===== config.mk =====
export PLATFORM = sky130hd
export DESIGN_NAME = vec_pred_seq
export DESIGN_NICKNAME = d
export VERILOG_FILES = /design/src/rtl/vec_pred_seq.sv
export SDC_FILE = /design/constraint.sdc
export NUM_CORES = 1
export LEC_CHECK = 0
export BUFFER_PORTS_ARGS = -buffer_cell sky130_fd_sc_hd__buf_2
export CORE_AREA = 3 3 169 171
export CTS_BUF_LIST = sky130_fd_sc_hd__clkbuf_8
export DETAILED_ROUTE_END_ITERATION = 6
export DIE_AREA = 0 0 172 174
export PLACE_DENSITY = 0.69
export SETUP_SLACK_MARGIN = 0.1
export SYNTH_ARGS = -nofsm -noshare
export SYNTH_HDL_FRONTEND = slang
export SYNTH_SLANG_ARGS = --single-unit

===== constraint.sdc =====
create_clock -name clk -period 4.92 [get_ports clk]
set_input_delay 0.246 -clock clk [delete_from_list [all_inputs] [get_ports clk]]
set_output_delay 0.246 -clock clk [all_outputs]
set_load 0.02 [all_outputs]

===== src/rtl/vec_pred_seq.sv =====
module vec_pred_seq #(
  parameter int IW = 16,
  parameter int MASK_WORDS = 4,
  localparam int TW = IW + 6,
  localparam int MBITS = 64 * MASK_WORDS,
  localparam int MIW = $clog2(MBITS)
) (
  input  logic             clk,
  input  logic             rst_n,
  input  logic             start,
  input  logic [IW-1:0]    start_idx,
  input  logic [IW-1:0]    vec_len,
  input  logic [1:0]       elem_log2,
  input  logic [1:0]       sew_log2,
  input  logic [2:0]       lmul_code,
  input  logic [IW-1:0]    vlenb,
  input  logic             use_mask,
  input  logic             mask_agn,
  input  logic             tail_agn,
  input  logic [MBITS-1:0] mask_bits,
  input  logic             el_ready,
  output logic             el_valid,
  output logic [TW-1:0]    el_idx,
  output logic             el_fill,
  output logic [7:0]       el_we,
  output logic [63:0]      el_fill_val,
  output logic [IW-1:0]    resume_idx,
  output logic             busy,
  output logic             done,
  output logic             cfg_err
);

  typedef enum logic [1:0] {S_IDLE, S_BODY, S_TAIL} st_t;

  st_t           st;
  logic [TW-1:0] idx, vl_q, tot_q, tot_n;
  logic [1:0]    e_q;
  logic          um_q, ma_q, ta_q, done_q;
  logic [IW-1:0] res_q;
  logic signed [4:0] emul_s;
  logic [2:0]    emul;
  logic [7:0]    bmask;

  wire idle    = (st == S_IDLE);
  wire in_tail = (st == S_TAIL);
  wire illegal = (lmul_code == 3'b100);
  wire early   = (start_idx >= vec_len);
  wire go      = start && idle;
  wire mbit    = mask_bits[idx[MIW-1:0]];
  wire off     = (st == S_BODY) && um_q && !mbit;
  wire acc     = el_valid && el_ready;
  wire last_b  = (idx == vl_q - TW'(1));
  wire last_t  = (idx == tot_q - TW'(1));

  always_comb begin
    emul_s = $signed({3'b000, elem_log2}) - $signed({3'b000, sew_log2})
           + $signed({{2{lmul_code[2]}}, lmul_code});
    emul   = emul_s[4] ? 3'd0 : emul_s[2:0];
    tot_n  = (TW'(vlenb) << emul) >> elem_log2;
  end

  always_comb begin
    case (e_q)
      2'd0:    begin bmask = 8'h01; el_fill_val = 64'h0000_0000_0000_00FF; end
      2'd1:    begin bmask = 8'h03; el_fill_val = 64'h0000_0000_0000_FFFF; end
      2'd2:    begin bmask = 8'h0F; el_fill_val = 64'h0000_0000_FFFF_FFFF; end
      default: begin bmask = 8'hFF; el_fill_val = 64'hFFFF_FFFF_FFFF_FFFF; end
    endcase
  end

  assign el_valid   = !idle;
  assign busy       = !idle;
  assign el_idx     = idx;
  assign el_fill    = in_tail || off;
  assign el_we      = !el_fill ? bmask : ((in_tail ? ta_q : ma_q) ? bmask : 8'h00);
  assign resume_idx = res_q;
  assign cfg_err    = go && illegal;
  assign done       = done_q || (go && (illegal || early));

  always_ff @(posedge clk or negedge rst_n) begin
    if (!rst_n) begin
      st     <= S_IDLE;
      idx    <= '0;
      vl_q   <= '0;
      tot_q  <= '0;
      e_q    <= '0;
      um_q   <= 1'b0;
      ma_q   <= 1'b0;
      ta_q   <= 1'b0;
      res_q  <= '0;
      done_q <= 1'b0;
    end else begin
      done_q <= 1'b0;
      case (st)
        S_IDLE: if (go && !illegal) begin
          if (early) begin
            res_q <= '0;
          end else begin
            st    <= S_BODY;
            idx   <= TW'(start_idx);
            vl_q  <= TW'(vec_len);
            tot_q <= tot_n;
            e_q   <= elem_log2;
            um_q  <= use_mask;
            ma_q  <= mask_agn;
            ta_q  <= tail_agn;
            res_q <= start_idx;
          end
        end
        S_BODY: if (acc) begin
          idx <= idx + TW'(1);
          if (last_b) begin
            res_q <= '0;
            if (tot_q > vl_q) begin
              st <= S_TAIL;
            end else begin
              st     <= S_IDLE;
              done_q <= 1'b1;
            end
          end else begin
            res_q <= IW'(idx + TW'(1));
          end
        end
        S_TAIL: if (acc) begin
          idx <= idx + TW'(1);
          if (last_t) begin
            st     <= S_IDLE;
            done_q <= 1'b1;
          end
        end
        default: st <= S_IDLE;
      endcase
    end
  end

endmodule



## Yosys cells after proc, flatten, opt, wreduce, memory -nomap -nowiden

Index checks and enable logic that the tools add are counted.

- Multiplexer cells: 31
- Order comparisons: 3
- Add/sub/neg operators: 5
- Shifts and indexed selects: 2
- Bitwise logic cells: 1
- Reduce and logical (&&, ||, !) cells: 22
- Equal/unequal tests: 14

Operators by type and width:

| kind | number |
|---|---|
| $pmux W64 S3 | 1 |
| $mux W22 | 3 |
| $mux W16 | 4 |
| $eq A22 B22 Y1 | 2 |
| $pmux W22 S2 | 1 |
| $pmux W16 S2 | 1 |
| $pmux W8 S3 | 1 |
| $add A22 B1 Y22 const B | 1 |
| $gt A22 B16 Y1 | 1 |
| $shl A16 B3 Y22 | 1 |
| $shr A22 B2 Y22 | 1 |
| $sub A22 B1 Y22 const B | 1 |
| $sub A16 B1 Y17 const B | 1 |
| $ge A16 B16 Y1 | 1 |
| $mux W8 | 2 |
| $mux W2 | 7 |
| $lt A8 B9 Y1 const B | 1 |
| $bmux W1 S8 | 1 |
| $ne A2 B1 Y1 const B | 4 |
| $logic_and A1 B1 Y1 | 7 |
| $mux W1 | 7 |
| $ne A2 B2 Y1 const B | 3 |
| $pmux W2 S3 | 1 |
| $reduce_and A3 Y1 | 2 |
| other kinds (15) | 23 |

- Output and inout port bits: 115
- Logic and storage cells: 88
- Input port bits: 318
- Bits in registers: 84

## Logic depth before layout (Yosys ltp)

- Depth after elaboration: 6
- Depth in mapped cells: 18
- Mapped depth without buffers: 14

## Worst setup path after synthesis

Ideal clock, no wire load.

- Path kind: input port to flip-flop
- Start point: input port elem_log2[0]
- End point: register tot_q[15]
- Setup slack: 858 ps
- Data arrival time: 3979 ps
- Setup time: 83 ps
- Cell stages on the path: 16
- Buffers on the path: 4
- Cells stage by stage: clkbuf_1 > inv_2 > buf_1 > ha_1 > inv_1 > fa_1 > inv_1 > fa_1 > a211oi_1 > buf_1 > buf_1 > mux2i_1 > mux2i_1 > mux2i_1 > mux2i_1 > o21ai_0

- Cells in the longest elaborated chain, start to end: 5

RTL lines:

| element | line | text |
|---|---|---|
| from (decl) | 13 | `input logic [1:0] elem_log2,` |
| $sub A2 B2 Y3 | 56 | `emul_s = $signed({3'b000, elem_log2}) - $signed({3'b000, sew_log2})` |
| $add A3 B3 Y4 | 57 | `+ $signed({{2{lmul_code[2]}}, lmul_code});` |
| $mux W3 | 58 | `emul = emul_s[4] ? 3'd0 : emul_s[2:0];` |
| $shl A16 B3 Y22 | 59 | `tot_n = (TW'(vlenb) << emul) >> elem_log2;` |
| $shr A22 B2 Y22 (*) | 59 |  |
| to (signal assigned) | 102 | `tot_q <= tot_n;` |
| to (decl) | 36 | `logic [TW-1:0] idx, vl_q, tot_q, tot_n;` |

Every way passes the cells marked *; elsewhere a longest branch is shown, timed or not.
A chain may end at the register's enable or synchronous reset.

## Worst setup path after layout

- Start point: register idx[0] (netlist: el_idx[0])
- End point: output port el_we[4]

- Cells in the longest elaborated chain, start to end: 6

RTL lines:

| element | line | text |
|---|---|---|
| from (decl) | 36 |  |
| from (signal assigned) | 100 | `idx <= TW'(start_idx);` |
| from (signal assigned) | 111 | `idx <= idx + TW'(1);` |
| from (signal assigned) | 125 | `idx <= idx + TW'(1);` |
| $bmux W1 S8 | 49 | `wire mbit = mask_bits[idx[MIW-1:0]];` |
| $mux W1 (not written as such) | 49 |  |
| $logic_not A1 Y1 | 50 | `wire off = (st == S_BODY) && um_q && !mbit;` |
| $logic_and A1 B1 Y1 | 50 |  |
| $logic_or A1 B1 Y1 | 74 | `assign el_fill = in_tail \|\| off;` |
| $mux W8 | 75 | `assign el_we = !el_fill ? bmask : ((in_tail ? ta_q : ma_q) ? bmask : 8'h00);` |
| to (decl) | 25 | `output logic [7:0] el_we,` |

No other way between the ends. The select of a mux whose other input is x is not followed.

==> flow_summary.ini <==
[layout]
finish.utilization_pct = 45.5
design_area_um2 = 12300
syn2layout_area_growth_pct = 21.1
num-nets-final = 1841
drive_gt1_share_pct = 36.7

[worst_setup_path]
path_depth = 11
crit_path_end_kind = output port
cp-startpoint = el_idx[0]$_DFFE_PN0P_
path_max_fanout = 57
r2r_setup_slack_ns = 1.20
crit_slowest_cell = dfrtp_4
reg2reg_depth = 10
cpMostUsedCell = mux4_2
worstPathRequired_ns = 4.67
critPathArrivalTime_ns = 4.05
crit_type = flip-flop to output port
endpoint = el_we[4]
cp_top_family = multiplexers
crit_buf_inv = 3
start_kind = flip-flop
r2r-start = tot_q[0]$_DFFE_PN0P_
cp_cell_sequence = buf_12 -> mux4_2 -> mux4_2 -> nor2_1 -> o21ai_0 -> and4_1 -> nor4_1 -> buf_4 -> a2bb2oi_1 -> and2_1 -> buf_2
timing.rr.end = st[0]$_DFFE_PN0P_
cpPeakStageDelay_ns = 0.74

[clock_tree]
cts-root-buf = clkbuf_8
clk_pin_slew_ns = 0.10
clk_latency_ns = 0.38
cts_buffers = 9
htreeDepth = 3
cts_tree = built
post_cts_resized = 0
cts.sinks = 84
clk_path_buf_depth = 2

[synthesis]
seq_area_frac_synth_pct = 20.7
syn_area_per_cell_um2 = 8.68
yosys_warnings = 0
ys.flop_type = dfrtp_1
syn_inst = 1170
synth-edff-count = 0
synth_top_area_share_pct = 20.7
netlist_area_um2 = 10200
yosys-top-cells-area = dfrtp_1 (21%), mux4_2 (14%), mux2i_1 (10%), buf_4 (5.2%), ha_1 (5.2%)
synth_cell_type_count = 74
synth-async-reset-ratio_pct = 100
ys_ff_latch = 84
synth_top_area_cell = dfrtp_1

[sta]
slew_viol_final = 0
holdWs_ns = 0.0627
setup-tns-final_ns = 0
final-hold-violation-count = 0
finalSetupViolCount = 0
period_minus_slack_ns = 4.30
rsz0062_at_grt = no
clock.fmax_mhz = 233
max-slew-margin-rel_pct = 29.4
worst_clock_skew_ns = 0.0177
worst_slew_pin_slew_ns = 1.06
finalCritPeriodShare_pct = 87.3

[grt]
grt_pass1_vias = 9927
grt_pass1_wl_um = 57500
grt_max_degree = 58
grt_use_total_pct = 24.7
overflow = 0
antenna_found_initial = 6

[floorplanning]
core_region_area_um2 = 27000
die_y_um = 174
die_x_um = 172
initial_core_util_pct = 37.6
rows = 60
die-area_um2 = 29900
num_io_pins = 433

[route]
vias = 10400
drt-initial-drc-count = 898
avgRoutedWirePerCell_um = 21.3
antenna_left = 0
drc = 0
dr.pass1.iters = 5
vias_per_cell = 5.67
drt-total-wl_um = 39000

[placed_design]
place_congestion = 0.980
post_dp_cell_area_um2 = 12100
portBuffers = 424
dp_hpwl_um = 32500

[job]
cap_violations = 0

[power]
finalPower_w = 0.00692
ir_drop_v = 0.000231
leakage_nw = 5.77
power_density_nw_per_um2 = 563

[run_status]
status = complete, no violations

[hold_path]
hold_path.class = input port to flip-flop
holdPathStages = 3
## power by group
part | switching, W | internal, W
registers | 0.000616 | 0.000983
logic | 0.00271 | 0.00204
clock network | 0.000275 | 0.000296
total | 0.00360 | 0.00332
## logic make-up after synthesis
| group | after synthesis | share of synthesized area, % |
|---|---|---|
| DFF | 84 | 20.7 |
| and+or+nand+nor | 338 | 16.6 |
| muxes | 171 | 24.7 |
| xor gates and xnor gates | 68 | 5.87 |
| AOI/OAI and AO/OA | 246 | 15.8 |
| buffers and inverters | 218 | 10.7 |
| other | 1 | 0.0369 |
| adders and majority gates | 44 | 5.57 |
## tightest hold or removal path, delay by kind of cell
family | cells | cell delay (ns)
buf+inv | 1 | 0.08
simple gates | 2 | 0.08
## Yosys cell counts (18+ instances only)
cell type and count:
clkbuf_1 65, xor2_1 19, mux4_2 63, ha_1 42, o21ai_0 73, nor3_1 18
nand4_1 19, buf_4 70, nand3_1 27, nand2_1 101, a21oi_1 49, inv_1 62
nor2_1 79, mux2i_1 104, dfrtp_1 84, xnor2_1 49
## registers in the layout, summed over array words and instances, names as in the netlist
name        cells
resume_idx     16
um_q            1
st              2
done_q          1
ta_q            1
el_idx         22
ma_q            1
e_q             2
tot_q          22
vl_q           16
## how the worst min path moves through the flow
stage	slack, ns	endpoint	from
after detailed placement	0.25	resume_idx[15]$_DFFE_PN0P_	rst_n
after global placement	0.25	resume_idx[13]$_DFFE_PN0P_	rst_n
after floorplan	-0.05	done_q$_DFF_PN0_	rst_n
after global routing	0.06	ma_q$_DFFE_PN0P_	mask_agn
final	0.06	ta_q$_DFFE_PN0P_	tail_agn
after CTS	0.05	ta_q$_DFFE_PN0P_	tail_agn
## per-stage QoR
stage / worst slack [ns] / cells
6_report: 0.624 / 1829
5_1_grt: 0.407 / 1826
4_1_cts: 0.603 / 1825
3_5_place_dp: 1.00 / 1808
3_3_place_gp: 1.10 / 1808
2_1_floorplan: 0.858 / 1177
## placed cells by master, fill, tap and decap left out, drive strengths merged, types with 6 or more instances in the layout
cell and n:
a211oi 13, or4 11, dfrtp 84, a31oi 13, a311oi 6, and3 9, ha 42, o22ai 6
conb 8, a211o 6, xor2 19, a21o 6, nor2b 9, nor2 79, o211ai 11, nand4 19
nor3 18, nand2b 7, o22a 8, o31ai 6, and4 6, mux4 63, a221oi 10, o21ai 74
nor4 14, nand3 27, nand2 101, a21oi 49, buf 441, and2 10, mux2i 104, inv 66
xnor2 49, clkbuf 10, or3 11
## metal layers
metal,wire length [um],global-route usage [%],up-vias
li1,-,-,4862
met1,16900,34.0,4972
met2,17500,38.2,470
met3,3870,7.37,55
met4,692,5.49,4
met5,34,0,-
## final cells by class
class / count / area, um2
Timing Repair Buffer: 442 / 2270
Fill cell: 2685 / 14700
Clock buffer: 10 / 138
Multi-Input combinational cell: 875 / 7000
Sequential cell: 84 / 2110
Inverter: 67 / 251
Antenna cell: 4 / 10.0
Tap cell: 341 / 427
Clock inverter: 6 / 80.1
## timing repair
action	in CTS	in global routing
endpoints found under the setup margin	0	0
hold buffers	1	0
endpoints found under the hold margin	36	0
buffers inserted	0	0
Power figures use the tool's default switching activity.
